<file path="config.mk">
export PLATFORM = sky130hd
export DESIGN_NAME = dsc_array_fetch
export DESIGN_NICKNAME = d
export VERILOG_FILES = /design/src/rtl/dsc_fetch_pkg.sv /design/src/rtl/dsc_ptr_track.sv /design/src/rtl/dsc_param_bank.sv /design/src/rtl/dsc_fetch_ctrl.sv /design/src/rtl/dsc_array_fetch.sv
export SDC_FILE = /design/constraint.sdc
export NUM_CORES = 1
export LEC_CHECK = 0
export ABC_AREA = 1
export CORE_MARGIN = 2
export CORE_UTILIZATION = 45
export CTS_CLUSTER_DIAMETER = 80
export CTS_CLUSTER_SIZE = 24
export DETAILED_ROUTE_END_ITERATION = 7
export PLACE_DENSITY = 0.86
export SYNTH_ARGS = -nofsm -noshare
export SYNTH_HDL_FRONTEND = slang
export SYNTH_SLANG_ARGS = --single-unit
</file>
<file path="constraint.sdc">
create_clock -name clk -period 1.6 [get_ports clk]
set_input_delay 0.16 -clock clk [delete_from_list [all_inputs] [get_ports clk]]
set_output_delay 0.16 -clock clk [all_outputs]
set_load 0.01 [all_outputs]
</file>
<file path="src/rtl/dsc_fetch_pkg.sv">
package dsc_fetch_pkg;

    localparam int unsigned WORD_W       = 32;
    localparam int unsigned NUM_PARAMS   = 5;
    localparam int unsigned SIZE_W       = 3;
    localparam int unsigned MODE_W       = 2;
    localparam int unsigned CFG_SIZE_LSB = 0;
    localparam int unsigned CFG_MODE_LSB = 4;
    localparam int unsigned STEP_BYTES   = WORD_W / 8;

    typedef enum logic [MODE_W-1:0] {
        FLOW_STOP  = 2'd0,
        FLOW_ARRAY = 2'd1,
        FLOW_ALT2  = 2'd2,
        FLOW_ALT3  = 2'd3
    } flow_mode_e;

    typedef enum logic [0:0] {
        ST_IDLE = 1'b0,
        ST_READ = 1'b1
    } fetch_state_e;

    typedef enum logic [SIZE_W-1:0] {
        SLOT_START = 3'd0,
        SLOT_CFG   = 3'd1,
        SLOT_XCNT  = 3'd2,
        SLOT_XMOD  = 3'd3,
        SLOT_YCNT  = 3'd4
    } param_slot_e;

    typedef struct packed {
        logic [WORD_W-1:0] ycnt;
        logic [WORD_W-1:0] xmod;
        logic [WORD_W-1:0] xcnt;
        logic [WORD_W-1:0] cfg;
        logic [WORD_W-1:0] start;
    } param_set_t;

    function automatic logic [SIZE_W-1:0] clamp_size(input logic [SIZE_W-1:0] raw);
        if (raw == '0)
            return SIZE_W'(1);
        else if (raw > SIZE_W'(NUM_PARAMS))
            return SIZE_W'(NUM_PARAMS);
        else
            return raw;
    endfunction

endpackage

</file>
<file path="src/rtl/dsc_ptr_track.sv">
module dsc_ptr_track #(
    parameter int unsigned ADDR_W = 32,
    parameter int unsigned STEP   = 4
) (
    input  logic              clk,
    input  logic              rst,
    input  logic              load,
    input  logic [ADDR_W-1:0] load_val,
    input  logic              step,
    output logic [ADDR_W-1:0] ptr
);
    localparam logic [ADDR_W-1:0] STEP_V = ADDR_W'(STEP);

    always_ff @(posedge clk) begin
        if (rst)
            ptr <= '0;
        else if (load)
            ptr <= load_val;
        else if (step)
            ptr <= ptr + STEP_V;
    end

    a_r2_load_wins: assert property (@(posedge clk) disable iff (rst)
        load |=> ptr == $past(load_val));
endmodule

</file>
<file path="src/rtl/dsc_param_bank.sv">
module dsc_param_bank
    import dsc_fetch_pkg::*;
#(
    parameter int unsigned NUM = NUM_PARAMS,
    parameter int unsigned W   = WORD_W
) (
    input  logic                  clk,
    input  logic                  rst,
    input  logic                  wr_en,
    input  logic [SIZE_W-1:0]     wr_slot,
    input  logic [W-1:0]          wr_data,
    output logic [NUM-1:0][W-1:0] regs
);
    generate
        for (genvar g = 0; g < NUM; g++) begin : g_reg
            always_ff @(posedge clk) begin
                if (rst)
                    regs[g] <= '0;
                else if (wr_en && wr_slot == SIZE_W'(g))
                    regs[g] <= wr_data;
            end
        end
    endgenerate

    a_r4_slot_in_range: assert property (@(posedge clk) disable iff (rst)
        wr_en |-> wr_slot < SIZE_W'(NUM));
    a_r5_untouched_hold: assert property (@(posedge clk) disable iff (rst)
        !wr_en |=> regs == $past(regs));
endmodule

</file>
<file path="src/rtl/dsc_fetch_ctrl.sv">
module dsc_fetch_ctrl
    import dsc_fetch_pkg::*;
(
    input  logic              clk,
    input  logic              rst,
    input  logic              sw_ptr_we,
    input  logic              sw_size_we,
    input  logic [SIZE_W-1:0] sw_size_wdata,
    input  logic              next_unit,
    input  logic              rd_valid,
    input  logic [SIZE_W-1:0] cfg_size_raw,
    input  logic [MODE_W-1:0] cfg_mode_raw,
    output logic              ptr_load,
    output logic              ptr_step,
    output logic              rd_req,
    output logic              bank_we,
    output logic [SIZE_W-1:0] bank_slot,
    output logic              params_ready
);
    fetch_state_e      state;
    logic [SIZE_W-1:0] slot;
    logic [SIZE_W-1:0] cur_size;
    logic [SIZE_W-1:0] nxt_size;
    flow_mode_e        nxt_mode;
    logic              idle;
    logic              accept;
    logic              last_word;

    assign idle      = (state == ST_IDLE);
    assign accept    = (state == ST_READ) && rd_valid;
    assign last_word = (slot == cur_size - SIZE_W'(1));

    assign rd_req    = (state == ST_READ);
    assign ptr_load  = idle && sw_ptr_we;
    assign ptr_step  = accept;
    assign bank_we   = accept;
    assign bank_slot = slot;

    always_ff @(posedge clk) begin
        if (rst) begin
            state        <= ST_IDLE;
            slot         <= '0;
            cur_size     <= SIZE_W'(1);
            nxt_size     <= SIZE_W'(1);
            nxt_mode     <= FLOW_STOP;
            params_ready <= 1'b0;
        end else begin
            params_ready <= 1'b0;
            case (state)
                ST_IDLE: begin
                    if (sw_ptr_we)
                        nxt_mode <= FLOW_ARRAY;
                    if (sw_size_we)
                        nxt_size <= clamp_size(sw_size_wdata);
                    if (next_unit && nxt_mode == FLOW_ARRAY) begin
                        state    <= ST_READ;
                        slot     <= '0;
                        cur_size <= nxt_size;
                    end
                end
                ST_READ: begin
                    if (rd_valid) begin
                        if (slot == SIZE_W'(SLOT_CFG)) begin
                            nxt_size <= clamp_size(cfg_size_raw);
                            nxt_mode <= flow_mode_e'(cfg_mode_raw);
                        end
                        if (last_word) begin
                            state        <= ST_IDLE;
                            params_ready <= 1'b1;
                        end else begin
                            slot <= slot + SIZE_W'(1);
                        end
                    end
                end
                default: state <= ST_IDLE;
            endcase
        end
    end

    a_r7_ready_single: assert property (@(posedge clk) disable iff (rst)
        params_ready |=> !params_ready);
    a_r7_ready_follows_read: assert property (@(posedge clk) disable iff (rst)
        params_ready |-> $past(rd_req && rd_valid));
    a_r7_no_prefetch: assert property (@(posedge clk) disable iff (rst)
        params_ready |-> !rd_req);
    a_r3_req_held: assert property (@(posedge clk) disable iff (rst)
        rd_req && !rd_valid |=> rd_req);
    a_r9_stopped_stays: assert property (@(posedge clk) disable iff (rst)
        !rd_req && nxt_mode != FLOW_ARRAY |=> !rd_req);
    a_r8_size_legal: assert property (@(posedge clk) disable iff (rst)
        cur_size != '0 && cur_size <= SIZE_W'(NUM_PARAMS));
endmodule

</file>
<file path="src/rtl/dsc_array_fetch.sv">
module dsc_array_fetch
    import dsc_fetch_pkg::*;
#(
    parameter int unsigned ADDR_W = 32
) (
    input  logic              clk,
    input  logic              rst,
    input  logic              sw_ptr_we,
    input  logic [ADDR_W-1:0] sw_ptr_wdata,
    input  logic              sw_size_we,
    input  logic [2:0]        sw_size_wdata,
    input  logic              next_unit,
    output logic              rd_req,
    output logic [ADDR_W-1:0] rd_addr,
    input  logic              rd_valid,
    input  logic [31:0]       rd_data,
    output logic              params_ready,
    output logic [31:0]       prm_start,
    output logic [31:0]       prm_cfg,
    output logic [31:0]       prm_xcnt,
    output logic [31:0]       prm_xmod,
    output logic [31:0]       prm_ycnt
);
    logic                             ptr_load;
    logic                             ptr_step;
    logic                             bank_we;
    logic [SIZE_W-1:0]                bank_slot;
    logic [SIZE_W-1:0]                cfg_size_raw;
    logic [MODE_W-1:0]                cfg_mode_raw;
    logic [NUM_PARAMS-1:0][WORD_W-1:0] bank_regs;
    param_set_t                       params;

    assign cfg_size_raw = rd_data[CFG_SIZE_LSB +: SIZE_W];
    assign cfg_mode_raw = rd_data[CFG_MODE_LSB +: MODE_W];

    dsc_fetch_ctrl i_ctrl (
        .clk          (clk),
        .rst          (rst),
        .sw_ptr_we    (sw_ptr_we),
        .sw_size_we   (sw_size_we),
        .sw_size_wdata(sw_size_wdata),
        .next_unit    (next_unit),
        .rd_valid     (rd_valid),
        .cfg_size_raw (cfg_size_raw),
        .cfg_mode_raw (cfg_mode_raw),
        .ptr_load     (ptr_load),
        .ptr_step     (ptr_step),
        .rd_req       (rd_req),
        .bank_we      (bank_we),
        .bank_slot    (bank_slot),
        .params_ready (params_ready)
    );

    dsc_ptr_track #(.ADDR_W(ADDR_W), .STEP(STEP_BYTES)) i_ptr (
        .clk     (clk),
        .rst     (rst),
        .load    (ptr_load),
        .load_val(sw_ptr_wdata),
        .step    (ptr_step),
        .ptr     (rd_addr)
    );

    dsc_param_bank #(.NUM(NUM_PARAMS), .W(WORD_W)) i_bank (
        .clk    (clk),
        .rst    (rst),
        .wr_en  (bank_we),
        .wr_slot(bank_slot),
        .wr_data(rd_data),
        .regs   (bank_regs)
    );

    assign params    = param_set_t'(bank_regs);
    assign prm_start = params.start;
    assign prm_cfg   = params.cfg;
    assign prm_xcnt  = params.xcnt;
    assign prm_xmod  = params.xmod;
    assign prm_ycnt  = params.ycnt;

    a_r3_addr_stable: assert property (@(posedge clk) disable iff (rst)
        rd_req && !rd_valid |=> $stable(rd_addr));
    a_r6_word_stride: assert property (@(posedge clk) disable iff (rst)
        rd_req && rd_valid |=> rd_addr == $past(rd_addr) + ADDR_W'(STEP_BYTES));
    a_r2_busy_ignores_ptr: assert property (@(posedge clk) disable iff (rst)
        rd_req && !rd_valid |=> rd_addr == $past(rd_addr));
endmodule

</file>
==> impl_metrics.tcl <==
set metrics [dict create \
    placedInstanceArea_um2 11700 \
    setup_violations 1 \
    ctsRootBufferMaster "clkbuf_16" \
    holdBufCountCts 0 \
    min_period_over_period 1.01 \
    drt-vias-per-instance 5.40 \
    ir_drop_mv 0.774 \
    fin_ws_ns -0.0130 \
    synth_top_family_by_area "simple AND/OR/NAND/NOR gates" \
    reg2reg_slack_ns -0.01 \
    critical_path.slowest_cell "dfxtp_2" \
    synth.largest_area_cell "dfxtp_1" \
    antenna_found_initial 0 \
    cp-endpoint "i_ctrl.bank_slot[1]" \
    synth_xor_area_frac 0.00624 \
    fin_nets 1529 \
    drt-initial-drc-count 632 \
    syn_nets 1248 \
    reg2reg_to "i_ctrl.bank_slot[1]" \
    synth_compound_area_frac 0.150 \
    cp_max_fo 6 \
    p_leak_uw 0.00510 \
    final_area_um2 12400 \
    rsz0062_at_grt "yes" \
    grt_overflow 0 \
    grt_pass1_wl_mm 45.4 \
    hold_viol_final 0 \
    synthToLayoutAreaGrowth_pct 47.6 \
    synth_most_common_cell "nor2_1" \
    cts_max_path_buffers 3 \
    route.vias.total 9103 \
    worstPathCellList "inv_1 > ha_2 > xnor2_1 > a21oi_1 > nand2_1 > nand2_2 > nand3_1 > nand2_1 > nor2_1" \
    finalNonFillerCells 1686 \
    rr_worst_depth 9 \
    critPathBufInv 1 \
    clkSinkCount 205 \
    track_usage 0.284 \
    firstDrtPassIters 6 \
    ys_ff_latch 205 \
    drv_cap 0 \
    cp_data_arrival_time_ns 1.98 \
    worstMarginPinSlew_ns 0.706 \
    yosysSeqAreaShare 0.487 \
    numPortBuffers 266 \
    path_depth 9 \
    maxSlewViolCount 0 \
    wl_per_cell_um 17.8 \
    fp.dieW_um 141 \
    startpoint_type "flip-flop" \
    synthFlopType "dfxtp_1" \
    violations "negative setup slack" \
    power_uw 10400 \
    fin_tns_setup_ns -0.0130 \
    numCtsBuffers 13 \
    dp.cells 1661 \
    gp_congestion 0.909 \
    start_util 0.455 \
    synthTopCellsByArea "dfxtp_1 (49%), nor2_1 (14%), o21ai_0 (8.7%)" \
    core.rowCount 50 \
    crit_type "reg2reg" \
    status "finished, violations left" \
    yosys.cell_types.count 36 \
    drc 0 \
    nFillCells 1505 \
    ant_nets 0 \
    crit_path_frequent_cell "nand2_1" \
    path_clk_slew_ns 0.10 \
    startpoint "i_ctrl.cur_size[0]" \
    yosys.area_share.simple 0.285 \
    dieArea_um2 19800 \
    htreeDepth 1 \
    cts_tree "done" \
    drive_gt1_frac 0.114 \
    synthMuxAreaShare 0 \
    synth_edf_count 0 \
    crit_required_ns 1.97 \
    slew_headroom 0.529 \
    fp.dieH_um 141 \
    ios 267 \
    min_path_type "in2reg" \
    yosys-top-cells-count "nor2_1 (312), dfxtp_1 (205), nand2_1 (180)" \
    syn_avg_cell_area_um2 7.21 \
    syn_area_um2 8420 \
    diodes 0 \
    fmax_ghz 0.620 \
    async_flop_share 0 \
    reg2reg_from "i_ctrl.cur_size[0]" \
    fin_worst_skew_ns 0.0103 \
    finalWirelength_mm 30.0 \
    synth_top_area_frac 0.487 \
    cp_top_family "simple AND/OR/NAND/NOR gates" \
    power_density_nw_per_um2 836 \
    clkLatencyLatePin_ns 0.47 \
    layout_min_cycle_time_ns 1.61 \
    grt_max_degree 55 \
    end_kind "flip-flop" \
    synthCells 1168 \
    grt_pass1_vias 8620 \
    core-area_um2 18500 \
    ys.warnings.count 0 \
    dpl.hpwl_mm 20.6 \
    synth_fa_ha_area_frac 0.0104 \
    slowest_delay_ns 0.33 \
]
[worst min-delay path by stage]
| stage | startpoint | depth (start not counted) | to |
|---|---|---|---|
| 2_1_floorplan | rd_data[10] | 2 | i_bank.regs[10] |
| 3_3_place_gp | i_ctrl.nxt_mode[0] | 2 | i_ctrl.nxt_mode[0] |
| 3_5_place_dp | i_ctrl.nxt_mode[0] | 2 | i_ctrl.nxt_mode[0] |
| 4_1_cts | rst | 4 | i_ptr.ptr[10] |
| 5_1_grt | rst | 4 | i_ptr.ptr[11] |
| 6_report | rst | 4 | i_ptr.ptr[13] |
[worst min-delay path: cells and delay by family]
| family | cells | cell delay [ns] |
|---|---|---|
| AOI/OAI and AO/OA | 1 | 0.10 |
| buffers and inverters | 2 | 0.37 |
| and+or+nand+nor | 1 | 0.09 |
[layout make-up]
class / instances / area (um^2) / area share
clock buffers: 13 / 325 / 0.0262
clock inverters: 5 / 71.3 / 0.00574
inverters: 51 / 203 / 0.0163
multi-input cells: 843 / 3900 / 0.314
flip-flops and latches: 205 / 4160 / 0.334
well taps: 234 / 293 / 0.0235
repair buffers: 335 / 3480 / 0.280
[metal layers]
layer,track usage,wire [um],vias up
met5,0,0,-
met4,0.109,1160,0
met3,0.0802,3230,81
met1,0.340,11500,4206
met2,0.487,14200,480
li1,-,-,4336
[repair_timing]
action | in CTS | in global routing
pin swaps | 1 | 9
endpoints found under the setup margin | 32 | 169
cloned | 0 | 3
setup buffers | 0 | 4
resized for setup | 38 | 74
[kinds of logic after synthesis]
group           after synthesis
simple gates                587
compound gates              243
flops                       205
buf+inv                     120
fa+ha+maj                     7
xor+xnor                      6
[state kept, by name, indices dropped and copies added (netlist names)]
register             flops
i_bank.regs            160
i_ptr.ptr               32
i_ctrl.bank_slot         3
i_ctrl.cur_size          3
i_ctrl.nxt_size          3
i_ctrl.nxt_mode          2
i_ctrl.params_ready      1
i_ctrl.rd_req            1
[layout by cell type, fill, tap and decap left out, drive strengths merged, types with 3 or more instances in the layout]
master and n:
nor2 319, clkdlybuf4s50 233, dfxtp 205, nand2 182, o21ai 146, a21oi 77, nand3 73, buf 68
inv 51, dlymetal6s2s 22, clkbuf 16, dlygate4sd2 9, ha 7, a211oi 5, o22ai 5, nor3 5
nand4 3, o211ai 3, xor2 3, xnor2 3, clkinv 3
[metrics by stage]
stage               utilization  worst slack, ns  hold WS (ns)
finish                    0.671          -0.0130         0.290
global route              0.671          -0.0712         0.315
CTS                       0.657         0.000592         0.281
detailed placement        0.634          -0.0994         0.433
global placement          0.634          -0.0619         0.428
floorplan                     -           0.0764         0.295
[power by group]
part	leakage (uW)	total (uW)	switching (uW)	internal [uW]
Sequential	0.00167	5400	137	5260
Clock	0.000190	3510	1830	1690
Combinational	0.00324	1490	788	704
(Power assumes the default switching activity.)
